===== config.mk =====
export PLATFORM = sky130hd
export DESIGN_NAME = countdownTimer
export DESIGN_NICKNAME = d
export VERILOG_FILES = /design/src/rtl/tmrPkg.sv /design/src/rtl/tmrRegs.sv /design/src/rtl/tmrCount.sv /design/src/rtl/countdownTimer.sv
export SDC_FILE = /design/constraint.sdc
export NUM_CORES = 1
export LEC_CHECK = 0
export BUFFER_PORTS_ARGS = -buffer_cell sky130_fd_sc_hd__buf_4
export CAP_MARGIN = 5
export CORE_ASPECT_RATIO = 1.75
export CORE_UTILIZATION = 45
export DETAILED_ROUTE_END_ITERATION = 8
export PLACE_DENSITY = 0.65
export SLEW_MARGIN = 15
export SYNTH_ARGS = -nofsm -noshare
export SYNTH_HDL_FRONTEND = slang
export SYNTH_SLANG_ARGS = --single-unit

===== constraint.sdc =====
create_clock -name clk -period 2.6 [get_ports clk]
set_clock_uncertainty 0.1 [all_clocks]
set_input_delay 0.13 -clock clk [delete_from_list [all_inputs] [get_ports clk]]
set_output_delay 0.13 -clock clk [all_outputs]
set_load 0.05 [all_outputs]

===== src/rtl/tmrPkg.sv =====
package tmrPkg;
  localparam int ADDR_W = 8;
  localparam int DATA_W = 32;

  localparam logic [ADDR_W-1:0] OFS_LIMIT = 8'h00;
  localparam logic [ADDR_W-1:0] OFS_COUNT = 8'h04;
  localparam logic [ADDR_W-1:0] OFS_CTRL  = 8'h08;
  localparam logic [ADDR_W-1:0] OFS_MASK  = 8'h48;
  localparam logic [ADDR_W-1:0] OFS_ACK   = 8'h4C;
  localparam logic [ADDR_W-1:0] OFS_RAW   = 8'h50;
  localparam logic [ADDR_W-1:0] OFS_GATED = 8'h54;

  typedef enum logic [1:0] {
    OP_LOAD = 2'd0,
    OP_STOP = 2'd1,
    OP_RUN  = 2'd2,
    OP_BAD  = 2'd3
  } opCode_e;

  // strobes from register control to the counting datapath
  typedef struct packed {
    logic              doLoad;
    logic              doStop;
    logic              doRun;
    logic              useScale;
    logic [DATA_W-1:0] loadVal;
  } dpStrobe_t;
endpackage


===== src/rtl/tmrRegs.sv =====
module tmrRegs
  import tmrPkg::*;
#(
  parameter int PRE_LOG2 = 11,
  parameter int SEL_W    = 3
) (
  input  logic              clk,
  input  logic              rstN,
  input  logic              busWr,
  input  logic [ADDR_W-1:0] busAddr,
  input  logic [DATA_W-1:0] busWdata,
  output logic [DATA_W-1:0] busRdata,
  input  logic [DATA_W-1:0] count,
  input  logic              expire,
  output dpStrobe_t         stb,
  output logic [SEL_W-1:0]  srcSel,
  output logic              rawState,
  output logic              irqOut
);
  localparam logic [DATA_W-1:0] THRESH = DATA_W'(1) << PRE_LOG2;
  localparam int SEL_LSB = 2;

  logic [DATA_W-1:0] limitReg, ctrlReg, maskReg;
  logic rawBit;
  logic wrLimit, wrCtrl, wrMask, wrAck, cmdOk, scaled;
  opCode_e op;

  assign wrLimit = busWr && (busAddr == OFS_LIMIT);
  assign wrCtrl  = busWr && (busAddr == OFS_CTRL);
  assign wrMask  = busWr && (busAddr == OFS_MASK);
  assign wrAck   = busWr && (busAddr == OFS_ACK);
  assign op      = opCode_e'(busWdata[1:0]);
  assign cmdOk   = wrCtrl && (op != OP_BAD);
  assign scaled  = limitReg > THRESH;

  always_ff @(posedge clk or negedge rstN) begin
    if (!rstN) begin
      limitReg <= '0;
      ctrlReg  <= '0;
      maskReg  <= '0;
      rawBit   <= 1'b0;
    end else begin
      if (wrLimit) limitReg <= busWdata;
      if (cmdOk)   ctrlReg  <= busWdata;
      if (wrMask)  maskReg  <= busWdata;
      // a same-cycle expiry overrides the acknowledge
      rawBit <= expire | (rawBit & ~(wrAck & busWdata[0]));
    end
  end

  always_comb begin
    stb          = '0;
    stb.doLoad   = cmdOk && (op == OP_LOAD);
    stb.doStop   = cmdOk && (op == OP_STOP);
    stb.doRun    = cmdOk && (op == OP_RUN);
    stb.useScale = scaled;
    stb.loadVal  = scaled ? (limitReg >> PRE_LOG2) : limitReg;
  end

  assign srcSel   = ctrlReg[SEL_LSB +: SEL_W];
  assign rawState = rawBit;
  assign irqOut   = rawBit & maskReg[0];

  always_comb begin
    case (busAddr)
      OFS_LIMIT: busRdata = limitReg;
      OFS_COUNT: busRdata = count;
      OFS_CTRL:  busRdata = ctrlReg;
      OFS_MASK:  busRdata = maskReg;
      OFS_RAW:   busRdata = {{(DATA_W-1){1'b0}}, rawBit};
      OFS_GATED: busRdata = {{(DATA_W-1){1'b0}}, rawBit} & maskReg;
      default:   busRdata = '0;
    endcase
  end
endmodule


===== src/rtl/tmrCount.sv =====
module tmrCount
  import tmrPkg::*;
#(
  parameter int PRE_LOG2 = 11,
  parameter int SEL_W    = 3,
  parameter int NUM_SRC  = 4
) (
  input  logic               clk,
  input  logic               rstN,
  input  dpStrobe_t          stb,
  input  logic [SEL_W-1:0]   srcSel,
  input  logic [NUM_SRC-1:0] tickEn,
  output logic [DATA_W-1:0]  count,
  output logic               running,
  output logic               expire
);
  logic [DATA_W-1:0]   reloadVal;
  logic [PRE_LOG2-1:0] preCnt;
  logic scaleOn, selTick, effTick;

  // upper select bit set picks one of the sources, clear means no clock
  assign selTick = srcSel[SEL_W-1] ? tickEn[srcSel[SEL_W-2:0]] : 1'b0;
  assign effTick = running && selTick && (!scaleOn || (&preCnt));
  assign expire  = effTick && (count <= DATA_W'(1));

  always_ff @(posedge clk or negedge rstN) begin
    if (!rstN) begin
      count     <= '0;
      reloadVal <= '0;
      preCnt    <= '0;
      scaleOn   <= 1'b0;
      running   <= 1'b0;
    end else if (stb.doLoad) begin
      count     <= stb.loadVal;
      reloadVal <= stb.loadVal;
      scaleOn   <= stb.useScale;
      preCnt    <= '0;
    end else if (stb.doStop) begin
      running <= 1'b0;
    end else if (stb.doRun) begin
      running <= 1'b1;
      if (count == '0) begin
        count     <= stb.loadVal;
        reloadVal <= stb.loadVal;
        scaleOn   <= stb.useScale;
        preCnt    <= '0;
      end
    end else begin
      if (running && selTick && scaleOn) preCnt <= preCnt + 1'b1;
      if (effTick) count <= (count <= DATA_W'(1)) ? reloadVal : count - 1'b1;
    end
  end
endmodule


===== src/rtl/countdownTimer.sv =====
module countdownTimer
  import tmrPkg::*;
#(
  parameter int PRE_LOG2 = 11,
  parameter int SEL_W    = 3,
  localparam int NUM_SRC = 1 << (SEL_W - 1)
) (
  input  logic               clk,
  input  logic               rstN,
  input  logic               busWr,
  input  logic [ADDR_W-1:0]  busAddr,
  input  logic [DATA_W-1:0]  busWdata,
  output logic [DATA_W-1:0]  busRdata,
  input  logic [NUM_SRC-1:0] tickEn,
  output logic               irqOut
);
  dpStrobe_t         stb;
  logic [SEL_W-1:0]  srcSel;
  logic [DATA_W-1:0] count;
  logic              running, expire, rawState;

  tmrRegs #(.PRE_LOG2(PRE_LOG2), .SEL_W(SEL_W)) uRegs (
    .clk(clk), .rstN(rstN), .busWr(busWr), .busAddr(busAddr),
    .busWdata(busWdata), .busRdata(busRdata), .count(count),
    .expire(expire), .stb(stb), .srcSel(srcSel),
    .rawState(rawState), .irqOut(irqOut)
  );

  tmrCount #(.PRE_LOG2(PRE_LOG2), .SEL_W(SEL_W), .NUM_SRC(NUM_SRC)) uCount (
    .clk(clk), .rstN(rstN), .stb(stb), .srcSel(srcSel), .tickEn(tickEn),
    .count(count), .running(running), .expire(expire)
  );
endmodule


======== After elaboration in Yosys (flattened, before gate mapping) ========
Index checks and enable logic that the tools add are counted.
storage, ports and cells
  logic and storage cells ................. 84
  output and inout bits ................... 33
  bits of input ports ..................... 47
  flip-flop bits (word level) ............. 174
cells by class
  multiplexer cells ....................... 25
  equality and inequality tests ........... 11
  $lt $le $gt $ge ......................... 3
  bitwise operators ....................... 7
  reductions and logical operators ........ 27
  add/subtract/negate cells ............... 2
operators by type and width
  cell                   count
  $mux 32                10
  $pmux 32 s6            1
  $mux 11                5
  $and 1x32->32          1
  $eq 8x7->1 const B     4
  $gt 32x12->1 const B   1
  $le 32x1->1 const B    1
  $logic_not 32->1       1
  $sub 32x1->32 const B  1
  $logic_and 1x1->1      12
  $add 11x1->11 const B  1
  $reduce_and 11->1      1
  $reduce_and 3->1       3
  $eq 8x3->1 const B     1
  $eq 8x4->1 const B     1
  $logic_not 8->1        1
  $mux 1                 8
  $reduce_bool 2->1      3
  $reduce_bool 3->1      2
  $and 1x1->1            3
  $lt 2x3->1 const B     1
  $ne 3x1->1 const B     1
  $bmux 1 s2             1
  $eq 2x1->1 const B     1
  9 further kinds        10

======== Depth between registers and ports, before layout ========
Gate-level depths: netlist of the first run.
  depth in word-level cells ............... 9
  gate-level depth with buffers ........... 10
  gate-level depth less buffers ........... 8

======== Modules after synthesis ========
A second synthesis of the first run with hierarchy kept.
second synthesis, totals
  cells, all modules ...................... 859
  area total of the unflattened synthesis .. 9576.7 sq um
modules (own cells, without submodules)
  module    cells each  seq. area each (sq um)  area an instance (sq um)  times used
  tmrRegs   398         2427.3                  5154.9                    1
  tmrCount  461         1926.8                  4421.7                    1

======== Least setup slack after synthesis of the first run ========
Ideal clock, no wire load.
  path kind ............................... input -> output
  from .................................... in busAddr[1]
  to ...................................... out busRdata[10]
  path buffers ............................ 1
  cell stages on the path ................. 5
  arrival ................................. 2.307 ns
  setup slack ............................. 0.063 ns
  path through ............................ nor4_2 > nand2b_1 > or3_1 > clkbuf_1 > o21ai_0
on the way
  cells in the longest elaborated chain, start to end .. 2
ends and longest elaborated chain
  what                                      line                  source
  from (decl)                               countdownTimer.sv:11  input logic [ADDR_W-1:0] busAddr,
  $eq 8x7->1, or another cell as far along  tmrRegs.sv:65         case (busAddr)
  $pmux 32 s6 (*)                           tmrRegs.sv:65
  to (decl)                                 countdownTimer.sv:13  output logic [DATA_W-1:0] busRdata,
Every way passes the cells marked *; elsewhere a longest branch is shown, timed or not.

======== Worst setup path in the final report of the first run ========
  from .................................... reg uCount.count[25]
  to ...................................... reg uCount.count[6]
on the way
  cells in the longest elaborated chain, start to end .. 6
ends and longest elaborated chain
  what                    line            source
  from (decl)             tmrCount.sv:13  output logic [DATA_W-1:0] count,
  from (signal assigned)  tmrCount.sv:34  count <= stb.loadVal;
  from (signal assigned)  tmrCount.sv:43  count <= stb.loadVal;
  from (signal assigned)  tmrCount.sv:50  if (effTick) count <= (count <= DATA_W'(1)) ? reloadVal : count - 1'b1;
  $le 32x1->1             tmrCount.sv:50
  $mux 32 (2 in a row)    tmrCount.sv:50
  $mux 32                 tmrCount.sv:40  end else if (stb.doRun) begin
  $mux 32                 tmrCount.sv:38  end else if (stb.doStop) begin
  $mux 32                 tmrCount.sv:33  end else if (stb.doLoad) begin
Several ways; a longest one is shown, not always the timed one. The select of a mux whose other input is x is not followed.
A chain may end at the register's enable or synchronous reset.

==> results of run 1 <==
==> per-layer routing <==
| metal | up-vias | GRT usage [%] | part of all wire (%) |
|---|---|---|---|
| li1 | 3522 | - | - |
| met1 | 3793 | 32.4 | 40 |
| met2 | 233 | 47.0 | 54 |
| met3 | 55 | 4.61 | 3.5 |
| met4 | 0 | 12.6 | 3.2 |
| met5 | - | 0 | 0 |
==> sequential cells by signal, indices dropped and copies added, names as in the netlist <==
| register | count |
|---|---|
| uCount.count | 32 |
| uCount.preCnt | 11 |
| uCount.reloadVal | 32 |
| uCount.running | 1 |
| uCount.scaleOn | 1 |
| uRegs.ctrlReg | 32 |
| uRegs.limitReg | 32 |
| uRegs.maskReg | 32 |
| uRegs.rawState | 1 |
==> cells by family after synthesis <==
kind of cell             Yosys count  synth area share, %
multiplexers                     131                 16.0
XOR/XNOR                          19                 1.84
AO/OA/AOI/OAI                    219                 15.9
adder cells (fa/ha/maj)            4                0.554
AND/OR/NAND/NOR                  234                 14.3
buffers and inverters             67                 3.29
flip-flops                       174                 48.2
==> synth_stat cells, types with 6 or more instances <==
master,instances
dfrtp_1,174
mux2_2,94
o21ai_0,66
nand2_1,61
nor2_1,44
a21oi_1,38
clkbuf_1,35
mux2i_1,34
a22oi_1,32
nor3_1,19
and2_1,18
nand3_1,16
nor4_1,14
buf_2,13
or4_1,10
xnor2_1,10
a31oi_1,9
o211ai_1,9
o2bb2ai_1,9
o31ai_1,9
xor2_1,9
inv_1,8
nand4_1,8
a211oi_1,7
or3_1,7
o221ai_1,6
==> worst max path at each step <==
| stage | from | endpoint | slack, ps | cells after the start |
|---|---|---|---|---|
| after CTS | uCount.count[22] | uCount.count[19] | 30 | 8 |
| after detailed placement | uCount.count[22] | uCount.count[0] | -10 | 7 |
| after global placement | uCount.count[22] | uCount.count[0] | 50 | 7 |
| after global routing | uCount.count[25] | uCount.count[6] | -8 | 8 |
| after floorplan | busAddr[1] | busRdata[10] | 60 | 5 |
| final | uCount.count[25] | uCount.count[6] | 90 | 8 |
==> per-stage QoR <==
stage	hold WS (ps)	setup slack (ps)	area [sq um]	instances
2_1_floorplan	-266	62.6	9040	848
3_3_place_gp	4.59	45.6	10500	1206
3_5_place_dp	8.29	-11.1	10500	1206
4_1_cts	110	33.4	11500	1280
5_1_grt	144	-8.21	11600	1287
6_report	99.3	88.3	11600	1287
==> final cells by class <==
| type | count | area share, % |
|---|---|---|
| Clock inverter | 10 | 0.957 |
| Clock buffer | 22 | 4.16 |
| Timing Repair Buffer | 221 | 16.1 |
| Multi-Input combinational cell | 607 | 38.5 |
| Sequential cell | 174 | 37.4 |
| Inverter | 8 | 0.258 |
| Tap cell | 245 | 2.63 |
==> repair_timing <==
action	CTS	global route
endpoints found under the hold margin	203	0
endpoints found under the setup margin	1	23
hold buffers	42	0
setup buffers	0	6
pin swaps	0	7
gates resized for setup	1	30
gates cloned	0	1
==> critical path, cell delays in order, from the launching register on <==
cell and delay [ps]:
dfrtp_1 380, or4_4 590, nor3b_4 270, nand4_2 190
buf_12 200, buf_4 150, o2111ai_1 200, o311ai_0 150
o21ai_0 190
==> report_power, final <==
part           leakage (uW)  internal (uW)  switching [uW]
logic               0.00279           1100            1320
clock network      0.000300           1510            1080
registers           0.00238           2900             171
==> metrics.md, run 1 <==
| Metric | Value |
|---|---|
| Crit path max fanout | 13 |
| Clock slew at reported path FFs | 70 ps |
| Cells after Synth | 848 |
| Synthesized flop and latch total | 174 |
| CP Launch Type | register |
| Worst Setup Path Type | register to register |
| Number of synthesized flops with an enable pin | 0 |
| First drt pass iteration count | 7 |
| Initial antenna violation count | 0 |
| Commonest cells after routing, fill and taps aside | dfrtp_1, buf_4, mux2_2 |
| Critical path required time | 2850 ps |
| Avg Cell Area, Syn | 10.7 sq um |
| Top FF cell, synth | dfrtp_1 |
| Drt total wl | 26700 um |
| Period utilization | 96.6% |
| Nets | 1080 |
| Reg2Reg Depth | 8 |
| Core Region | 19700 sq um |
| Slew @ Worst Pin | 565 ps |
| YS warnings | 0 |
| Final Max Slew Viols | 0 |
| Antenna Nets Post-Route | 0 |
| Num rows | 68 |
| Outcome | finished clean |
| Sequential element share of the synthesized area | 48.2% |
| Clock latency on the worst-skew pair | 450 ps |
| Reg area | 4360 sq um |
| Die area | 20700 sq um |
| RR Endpoint | uCount.count[6] |
| Post-Syn Area | 9040 sq um |
| Critical path data arrival time | 2770 ps |
| Max VDD drop | 706 uV |
| Max-cap viol count | 0 |
| Maximum root-to-sink buffer count | 2 |
| Largest net degree at the start of global routing | 71 |
| DRC Markers | 0 |
| Most common cell after layout, fill and taps aside | dfrtp_1 |
| Setup TNS | 0 ps |
| Synth area leader | dfrtp_1 |
| Share of cells above drive strength 1 | 32.5% |
| Area delta synth->final | 28.7% |
| # clock sinks | 174 |
| Max_slew headroom | 62.3% |
| Top-area cell type share of the netlist area | 48.2% |
| Yosys cell types | 76 |
| Inserted Diodes | 0 |
| Worst hold path class | primary input to asynchronous set/reset pin |
| Tot GR Track Use | 27.2% |
| Port Buffers | 79 |
| Synth top area cells | dfrtp_1, mux2_2, mux2i_1, o21ai_0, a22oi_1 |
| Multi-input logic area | 4480 sq um |
| Starting Density | 45.8% |
| TritonCTS clock tree | yes |
| Finish-stage setup viols | 0 |
| Root buf cell | clkbuf_16 |
| H-tree depth | 4 |
| Vias in the first global route | 7843 |
| First-pass GRT wire length | 42300 um |
| Lkg Pwr | 0.00547 uW |
| Unrepaired setup endpoints after global routing | true |
| Die Span Y | 190 um |
| Fin crit period | 2510 ps |
| Maximum clock rate | 0.398 GHz |
| Ports | 80 |
| Final number of hold-violating endpoints | 0 |
| Worst Setup End Kind | register |
| Initial DRC Count | 594 |
| GP Congestion | 0.924 |
| Power per Cell Area | 695 nW/um^2 |
| Via/cell ratio | 5.91 |
| R2r startpoint | uCount.count[25] |
| Reg2Reg Setup Slack | 90 ps |
| TritonCTS Buffers | 17 |
| Async set-reset flop share out of synthesis | 100% |
| # fillers | 1716 |
| Gr ovfl total | 0 |
| Detailed placement HPWL | 18800 um |
| Die W | 109 um |
| Final core utilization | 59.0% |
| Power after layout | 8090 uW |
| WL/cell | 20.8 um |
| Via count of the routed design | 7603 |
| Synth Net Count | 899 |
Note: power is estimated with default switching activity, not from simulation.
==> run 2: changes to the inputs <==
--- a/config.mk
+++ b/config.mk
@@ -5,13 +5,14 @@
 export SDC_FILE = /design/constraint.sdc
 export NUM_CORES = 1
 export LEC_CHECK = 0
+export ABC_AREA = 1
 export BUFFER_PORTS_ARGS = -buffer_cell sky130_fd_sc_hd__buf_4
 export CAP_MARGIN = 5
 export CORE_ASPECT_RATIO = 1.75
+export CORE_MARGIN = 2
 export CORE_UTILIZATION = 45
 export DETAILED_ROUTE_END_ITERATION = 8
 export PLACE_DENSITY = 0.65
-export SLEW_MARGIN = 15
 export SYNTH_ARGS = -nofsm -noshare
 export SYNTH_HDL_FRONTEND = slang
 export SYNTH_SLANG_ARGS = --single-unit
==> metrics.md, run 2 <==
| Metric | Value |
|---|---|
| Outcome | finished clean (unchanged) |
| Vias in the first global route | 9192 (was 7843) |
| Gr ovfl total | 0 (unchanged) |
| Maximum root-to-sink buffer count | 2 (unchanged) |
| Post-CTS Setup Bufs | 0 (unchanged) |
| Unrepaired setup endpoints after global routing | false (was true) |
| Post-Syn Area | 9720 sq um (was 9040 sq um) |
| Commonest cells in the synthesized netlist | nand2_1, dfrtp_1, inv_1 (was dfrtp_1, mux2_2, o21ai_0) |
| Largest net degree at the start of global routing | 76 (was 71) |
| Final core utilization | 54.5% (was 59.0%) |
| Die area | 22800 sq um (was 20700 sq um) |
| # fillers | 2084 (was 1716) |
| Async set-reset flop share out of synthesis | 100% (unchanged) |
| Nets | 1533 (was 1080) |
| Family with the most delay on the worst path | simple AND/OR/NAND/NOR gates (unchanged) |
| Worst Setup End Kind | register (unchanged) |
| Share of cells above drive strength 1 | 12.0% (was 32.5%) |
| Most used cell along the critical path | nand2_1 |
| WL/cell | 17.3 um (was 20.8 um) |
| Synth top area cells | dfrtp_1, nand2_1, nand3_1, o21ai_0, inv_1 (was dfrtp_1, mux2_2, mux2i_1, o21ai_0, a22oi_1) |
| Root buf cell | clkbuf_16 (unchanged) |
| Final number of hold-violating endpoints | 0 (unchanged) |
| Critical path, cell by cell | inv_1 -> ha_1 -> nand2_2 -> nor2_4 -> nand2_1 -> a21oi_4 -> buf_4 -> nand2_1 -> nand3_1 -> nand3_1 -> nand2_1 (was or4_4 -> nor3b_4 -> nand4_2 -> buf_12 -> buf_4 -> o2111ai_1 -> o311ai_0 -> o21ai_0) |
| Worst Setup Path Type | register to register (unchanged) |
| Synth Net Count | 1425 (was 899) |
| Num rows | 71 (was 68) |
| Port Buffers | 79 (unchanged) |
| Via count of the routed design | 9424 (was 7603) |
| Area delta synth->final | 19.6% (was 28.7%) |
| Commonest cells after routing, fill and taps aside | nand2_1, dfrtp_1, inv_1 (was dfrtp_1, buf_4, mux2_2) |
| Number of synthesized flops with an enable pin | 0 (unchanged) |
| Power per Cell Area | 788 nW/um^2 (was 695 nW/um^2) |
| Maximum clock rate | 0.422 GHz (was 0.398 GHz) |
| Slew @ Worst Pin | 770 ps (was 565 ps) |
| Power after layout | 9160 uW (was 8090 uW) |
| Clock latency on the worst-skew pair | 440 ps (was 450 ps) |
| Synthesized flop and latch total | 174 (unchanged) |
| Synth area leader | dfrtp_1 (unchanged) |
| Drt total wl | 30200 um (was 26700 um) |
| Tot GR Track Use | 27.7% (was 27.2%) |
| Avg Cell Area, Syn | 7.07 sq um (was 10.7 sq um) |
| GP Congestion | 0.954 (was 0.924) |
| Inserted Diodes | 0 (unchanged) |
| # clock sinks | 174 (unchanged) |
| H-tree depth | 4 (unchanged) |
| Max-cap viol count | 0 (unchanged) |
| Worst hold path class | primary input to register (was primary input to asynchronous set/reset pin) |
| Lkg Pwr | 0.00593 uW (was 0.00547 uW) |
| Ports | 80 (unchanged) |
| DRC Markers | 0 (unchanged) |
| Count leader, synth | nand2_1 (was dfrtp_1) |
| Clock slew at reported path FFs | 60 ps (was 70 ps) |
| Most common cell after layout, fill and taps aside | nand2_1 (was dfrtp_1) |
| Critical path data arrival time | 2640 ps (was 2770 ps) |
| YS warnings | 0 (unchanged) |
| Die W | 115 um (was 109 um) |
| Period utilization | 91.1% (was 96.6%) |
| Sequential element share of the synthesized area | 44.8% (was 48.2%) |
| Core Region | 21300 sq um (was 19700 sq um) |
| WP buf/inv | 2 (unchanged) |
| Crit-path slowest cell | dfrtp_1 (was or4_4) |
| Multi-input logic area | 4590 sq um (was 4480 sq um) |
| Max_slew headroom | 48.4% (was 62.3%) |
| Setup TNS | 0 ps (unchanged) |
| First drt pass iteration count | 5 (was 7) |
| Yosys cell types | 39 (was 76) |
| Die Span Y | 198 um (was 190 um) |
| Top FF cell, synth | dfrtp_1 (unchanged) |
| TritonCTS Buffers | 17 (unchanged) |
| Critical path required time | 2870 ps (was 2850 ps) |
| Detailed placement HPWL | 21900 um (was 18800 um) |
| Starting Density | 45.6% (was 45.8%) |
| Antenna Nets Post-Route | 0 (unchanged) |
| Reg area | 4350 sq um (was 4360 sq um) |
| Finish-stage setup viols | 0 (unchanged) |
| Initial DRC Count | 736 (was 594) |
| Crit path max fanout | 15 (was 13) |
| Top-area cell type share of the netlist area | 44.8% (was 48.2%) |
| Initial antenna violation count | 0 (unchanged) |
| TritonCTS clock tree | yes (unchanged) |
| Max VDD drop | 525 uV (was 706 uV) |
| CP peak stage delay | 400 ps (was 590 ps) |
| Cells after Synth | 1374 (was 848) |
| Via/cell ratio | 5.39 (was 5.91) |
| First-pass GRT wire length | 48700 um (was 42300 um) |
| Fin crit period | 2370 ps (was 2510 ps) |
| Final Max Slew Viols | 0 (unchanged) |
| CP Launch Type | register (unchanged) |
==> run 2: cell count changes after synthesis, sizes merged, moves of 32 or more <==
cell   change
mux2      -96
mux2i     -34
nand3    +107
nor2      +80
o21ai     +54
a21oi     -33
a22oi     -32
inv      +128
nand2    +476
==> run 2: stage by stage <==
| step | setup WS [ps] | cells | hold slack (ps) | instance area (sq um) |
|---|---|---|---|---|
| 3_3_place_gp | 220 | 1683 | 104 | 10600 |
| 6_report | 232 | 1750 | 60.8 | 11600 |
| 2_1_floorplan | 691 | 1374 | -266 | 9720 |
| 5_1_grt | 17.7 | 1750 | 64.6 | 11600 |
| 3_5_place_dp | 246 | 1683 | 107 | 10600 |
| 4_1_cts | 233 | 1750 | 34.5 | 11600 |
==> run 2: cells by family after synthesis <==
| family | after synthesis | share of synthesized area, % |
|---|---|---|
| DFF | 174 | 44.8 |
| buffers and inverters | 196 | 8.06 |
| xor gates and xnor gates | 10 | 0.901 |
| adders and majority gates | 4 | 0.515 |
| and+or+nand+nor | 824 | 35.6 |
| AOI/OAI and AO/OA | 166 | 10.1 |
==> run 2: tightest hold or removal path, delay by kind of cell <==
family,cells,cell delay [ps]
buf+inv,2,240
compound gates,1,190
==> run 2: path summary, 6_finish.rpt <==
kind | start | endpoint | slack (ps) | cells after the start
min in group asynchronous | rstN | uRegs.ctrlReg[18] | 170 | 2
max in group asynchronous | rstN | uRegs.maskReg[4] | 1500 | 3
setup / recovery | uCount.count[0] | uCount.count[3] | 230 | 11
setup reg to reg | uCount.count[0] | uCount.count[3] | 230 | 11
hold / removal | busWdata[0] | uRegs.limitReg[0] | 60 | 3
hold reg to reg | uCount.reloadVal[10] | uCount.reloadVal[10] | 380 | 2
==> run 2: final cells by class <==
cell class / instances / area share (%)
multi-input combinational: 1004 / 39.4
sequential: 174 / 37.4
timing repair buffer: 146 / 10.4
inverter: 139 / 4.50
clock buffer: 17 / 3.66
tap: 255 / 2.74
clock inverter: 15 / 1.79
==> run 2: where the power goes <==
group | total, uW | leakage (uW) | switching, uW | internal, uW
logic | 3160 | 0.00329 | 2100 | 1060
clock network | 2780 | 0.000303 | 1160 | 1620
registers | 3210 | 0.00234 | 280 | 2930
==> run 2: per-layer routing <==
metal  track usage [%]  wire length [um]  up-vias
li1                  -                 -     4606
met1              33.6             11900     4459
met2              48.4             15800      288
met3              4.05              1290       71
met4              12.4              1220        0
met5                 0                 0        -
==> run 2: repair_timing <==
action | in CTS | in global routing
hold buffers | 35 | 0
endpoints found under the hold margin | 165 | 0
gates resized for setup | 0 | 0
==> run 3: changes to the inputs <==
--- a/config.mk
+++ b/config.mk
@@ -15,4 +15,5 @@
 export PLACE_DENSITY = 0.65
 export SYNTH_ARGS = -nofsm -noshare
 export SYNTH_HDL_FRONTEND = slang
+export SYNTH_HIERARCHICAL = 1
 export SYNTH_SLANG_ARGS = --single-unit
==> metrics.md, run 3 <==
| Metric | Value |
|---|---|
| Hold depth | 3 (unchanged) |
| Reg area | 4350 sq um (unchanged) |
| M3 GR Usage | 3.40% (was 4.05%) |
| Max-cap viol count | 0 (unchanged) |
| Initial antenna violation count | 0 (unchanged) |
| First drt pass iteration count | 5 (unchanged) |
| Post-CTS Setup Bufs | 0 (unchanged) |
| GR Util met1 | 28.7% (was 33.6%) |
| Starting Density | 45.8% (was 45.6%) |
| Num rows | 73 (was 71) |
| Max VDD drop | 590 uV (was 525 uV) |
| CP Depth | 11 (unchanged) |
| Die Span Y | 205 um (was 198 um) |
| Most used cell along the critical path | buf_4 (was nand2_1) |
| Avg Cell Area, Syn | 7.10 sq um (was 7.07 sq um) |
| Synth top area cells | dfrtp_1, nand2_1, inv_1, nor2_1, nand3_1 (was dfrtp_1, nand2_1, nand3_1, o21ai_0, inv_1) |
| CP peak stage delay | 540 ps (was 400 ps) |
| Sequential element share of the synthesized area | 41.9% (was 44.8%) |
| Critical Path End | busRdata[28] (was uCount.count[3]) |
| Via/cell ratio | 5.12 (was 5.39) |
| R2r startpoint | uCount/preCnt[0] (was uCount.count[0]) |
| Unrepaired setup endpoints after global routing | false (unchanged) |
| Crit-path slowest cell | dlygate4sd3_1 (was dfrtp_1) |
| Most common cell after layout, fill and taps aside | nand2_1 (unchanged) |
| Top FF cell, synth | dfrtp_1 (unchanged) |
| Cell Area, Placed | 11200 sq um (was 10600 sq um) |
| Port Buffers | 79 (unchanged) |
| Share of cells above drive strength 1 | 14.6% (was 12.0%) |
| GP Congestion | 0.960 (was 0.954) |
| Maximum root-to-sink buffer count | 2 (unchanged) |
| Area delta synth->final | 17.0% (was 19.6%) |
| Final core utilization | 53.7% (was 54.5%) |
| Reg2Reg Setup Slack | 300 ps (was 230 ps) |
| WP buf/inv | 6 (was 2) |
| DRC Markers | 0 (unchanged) |
| Detailed placement HPWL | 20800 um (was 21900 um) |
| Slew @ Worst Pin | 640 ps (was 770 ps) |
| Via count of the routed design | 9551 (was 9424) |
| # fillers | 2252 (was 2084) |
| Outcome | finished clean (unchanged) |
| Finish-stage setup viols | 0 (unchanged) |
| Async set-reset flop share out of synthesis | 100% (unchanged) |
| Number of synthesized flops with an enable pin | 0 (unchanged) |
| Worst hold path class | primary input to register (unchanged) |
| Die area | 24400 sq um (was 22800 sq um) |
| Final Max Slew Viols | 0 (unchanged) |
| Largest family of logic cells by synthesized area | simple AND/OR/NAND/NOR gates (unchanged) |
| Worst setup path start | busAddr[0] (was uCount.count[0]) |
| Yosys cell types | 42 (was 39) |
| Grt peak-use layer | met2 (unchanged) |
| TritonCTS clock tree | yes (unchanged) |
| Critical path data arrival time | 2150 ps (was 2640 ps) |
| Synthesized flop and latch total | 174 (unchanged) |
| GR Layer Usage met2 | 44.2% (was 48.4%) |
| WL/cell | 15.4 um (was 17.3 um) |
| Clock slew at reported path FFs | 60 ps (about the same) |
| Multiplexer share of the synthesized area | 0% (unchanged) |
| Synthesized-area fraction occupied by adder cells | 0.482% (was 0.515%) |
| YS warnings | 6 (was 0) |
| Count leader, synth | nand2_1 (unchanged) |
| Post-synthesis xor/xnor area fraction | 1.01% (was 0.901%) |
| Tot GR Track Use | 24.5% (was 27.7%) |
| Root buf cell | clkbuf_16 (unchanged) |
| Worst Setup End Kind | primary output (was register) |
| Clock latency on the worst-skew pair | 450 ps (was 440 ps) |
| Reg2Reg Depth | 12 (was 11) |
| RR Endpoint | uCount/count[30] (was uCount.count[3]) |
| TritonCTS Buffers | 17 (unchanged) |
| Hold_ws | 19.9 ps (was 60.8 ps) |
| Compound-cell area share of the yosys netlist | 11.3% (was 10.1%) |
| Maximum clock rate | 0.420 GHz (was 0.422 GHz) |
| Lkg Pwr | 0.00607 uW (was 0.00593 uW) |
| Gr ovfl total | 0 (unchanged) |
| Critical path, cell by cell | dlygate4sd3_1 -> buf_4 -> inv_1 -> nand2_1 -> nor2_2 -> nand2_2 -> inv_2 -> buf_4 -> nand2_1 -> nand4_1 -> buf_4 (was inv_1 -> ha_1 -> nand2_2 -> nor2_4 -> nand2_1 -> a21oi_4 -> buf_4 -> nand2_1 -> nand3_1 -> nand3_1 -> nand2_1) |
| Cells after Synth | 1462 (was 1374) |
| # clock sinks | 174 (unchanged) |
| Initial DRC Count | 700 (was 736) |
| Worst Setup Path Type | primary input to primary output (was register to register) |
| Power per Cell Area | 514 nW/um^2 (was 788 nW/um^2) |
| Crit path max fanout | 31 (was 15) |
| Max_slew headroom | 57.3% (was 48.4%) |
| Nets | 1606 (was 1533) |
| Ports | 80 (unchanged) |
| Die W | 119 um (was 115 um) |
| Commonest cells after routing, fill and taps aside | nand2_1, dfrtp_1, inv_1 (unchanged) |
| Fin crit period | 2380 ps (was 2370 ps) |
| Post-synthesis simple-gate area fraction | 33.4% (was 35.6%) |
| H-tree depth | 4 (unchanged) |
| Commonest cells in the synthesized netlist | nand2_1, dfrtp_1, inv_1 (unchanged) |
| Drt total wl | 28700 um (was 30200 um) |
| CP Launch Type | primary input (was register) |
| Multi-input logic area | 4850 sq um (was 4590 sq um) |
| Largest net degree at the start of global routing | 65 (was 76) |
| Period utilization | 91.6% (was 91.1%) |
| Vias in the first global route | 9202 (was 9192) |
| Design area | 12200 sq um (was 11600 sq um) |
| Post-Syn Area | 10400 sq um (was 9720 sq um) |
| Setup TNS | 0 ps (unchanged) |
| Final number of hold-violating endpoints | 0 (unchanged) |
| Critical path required time | 2370 ps (was 2870 ps) |
| Core Region | 22700 sq um (was 21300 sq um) |
| Inserted Diodes | 0 (unchanged) |
| Family with the most delay on the worst path | buffers and inverters (was simple AND/OR/NAND/NOR gates) |
| Synth area leader | dfrtp_1 (unchanged) |
| Power after layout | 6250 uW (was 9160 uW) |
| Antenna Nets Post-Route | 0 (unchanged) |
| First-pass GRT wire length | 47300 um (was 48700 um) |
| Top-area cell type share of the netlist area | 41.9% (was 44.8%) |
## run 3: tightest hold or removal path, stage by stage
cell and delay, ps:
buf_4 160, nand3_4 160, o21ai_1 70
## run 3: timing repair
item	CTS	global route
hold endpoints to repair	198	0
gates resized for setup	0	7
hold buffers	36	0
setup endpoints to repair	0	68
## run 3: layout make-up
type | count | area share (%)
well taps | 300 | 3.09
clock inverters | 8 | 1.07
multi-input cells | 1033 | 39.9
flip-flops and latches | 174 | 35.8
clock buffers | 22 | 3.98
repair buffers | 151 | 10.6
inverters | 178 | 5.50
## run 3: worst min path at each step
stage	startpoint	to	slack [ps]
after floorplan	rstN	uCount/count[0]	-270
after global placement	rstN	uRegs/ctrlReg[5]	20
after detailed placement	rstN	uRegs/ctrlReg[5]	20
after CTS	busWr	uRegs/ctrlReg[2]	10
after global routing	busWr	uRegs/ctrlReg[5]	30
final	busWr	uRegs/ctrlReg[2]	20
## run 3: through the flow
step / cells / setup WS (ps)
floorplan: 1472 / 477
global placement: 1800 / 295
detailed placement: 1800 / 221
CTS: 1866 / 82.2
global route: 1866 / 19.3
finish: 1866 / 218
## run 3: cell families (layout without fill, tap and decap cells)
kind of cell,after synthesis,after routing
XOR/XNOR,12,12
flip-flops,174,174
AO/OA/AOI/OAI,195,195
other,1,11
adder cells (fa/ha/maj),4,4
buffers and inverters,265,359
AND/OR/NAND/NOR,811,811
## run 3: metal layers
layer,vias to the layer above,share of wire (%)
li1,4778,-
met1,4451,40
met2,261,53
met3,61,3.7
met4,0,3.6
met5,-,0
## run 3: power breakdown
part / switching [uW] / leakage, uW / internal [uW]
sequential: 82.6 / 0.00231 / 2800
combinational: 418 / 0.00347 / 254
clock: 1090 / 0.000291 / 1610
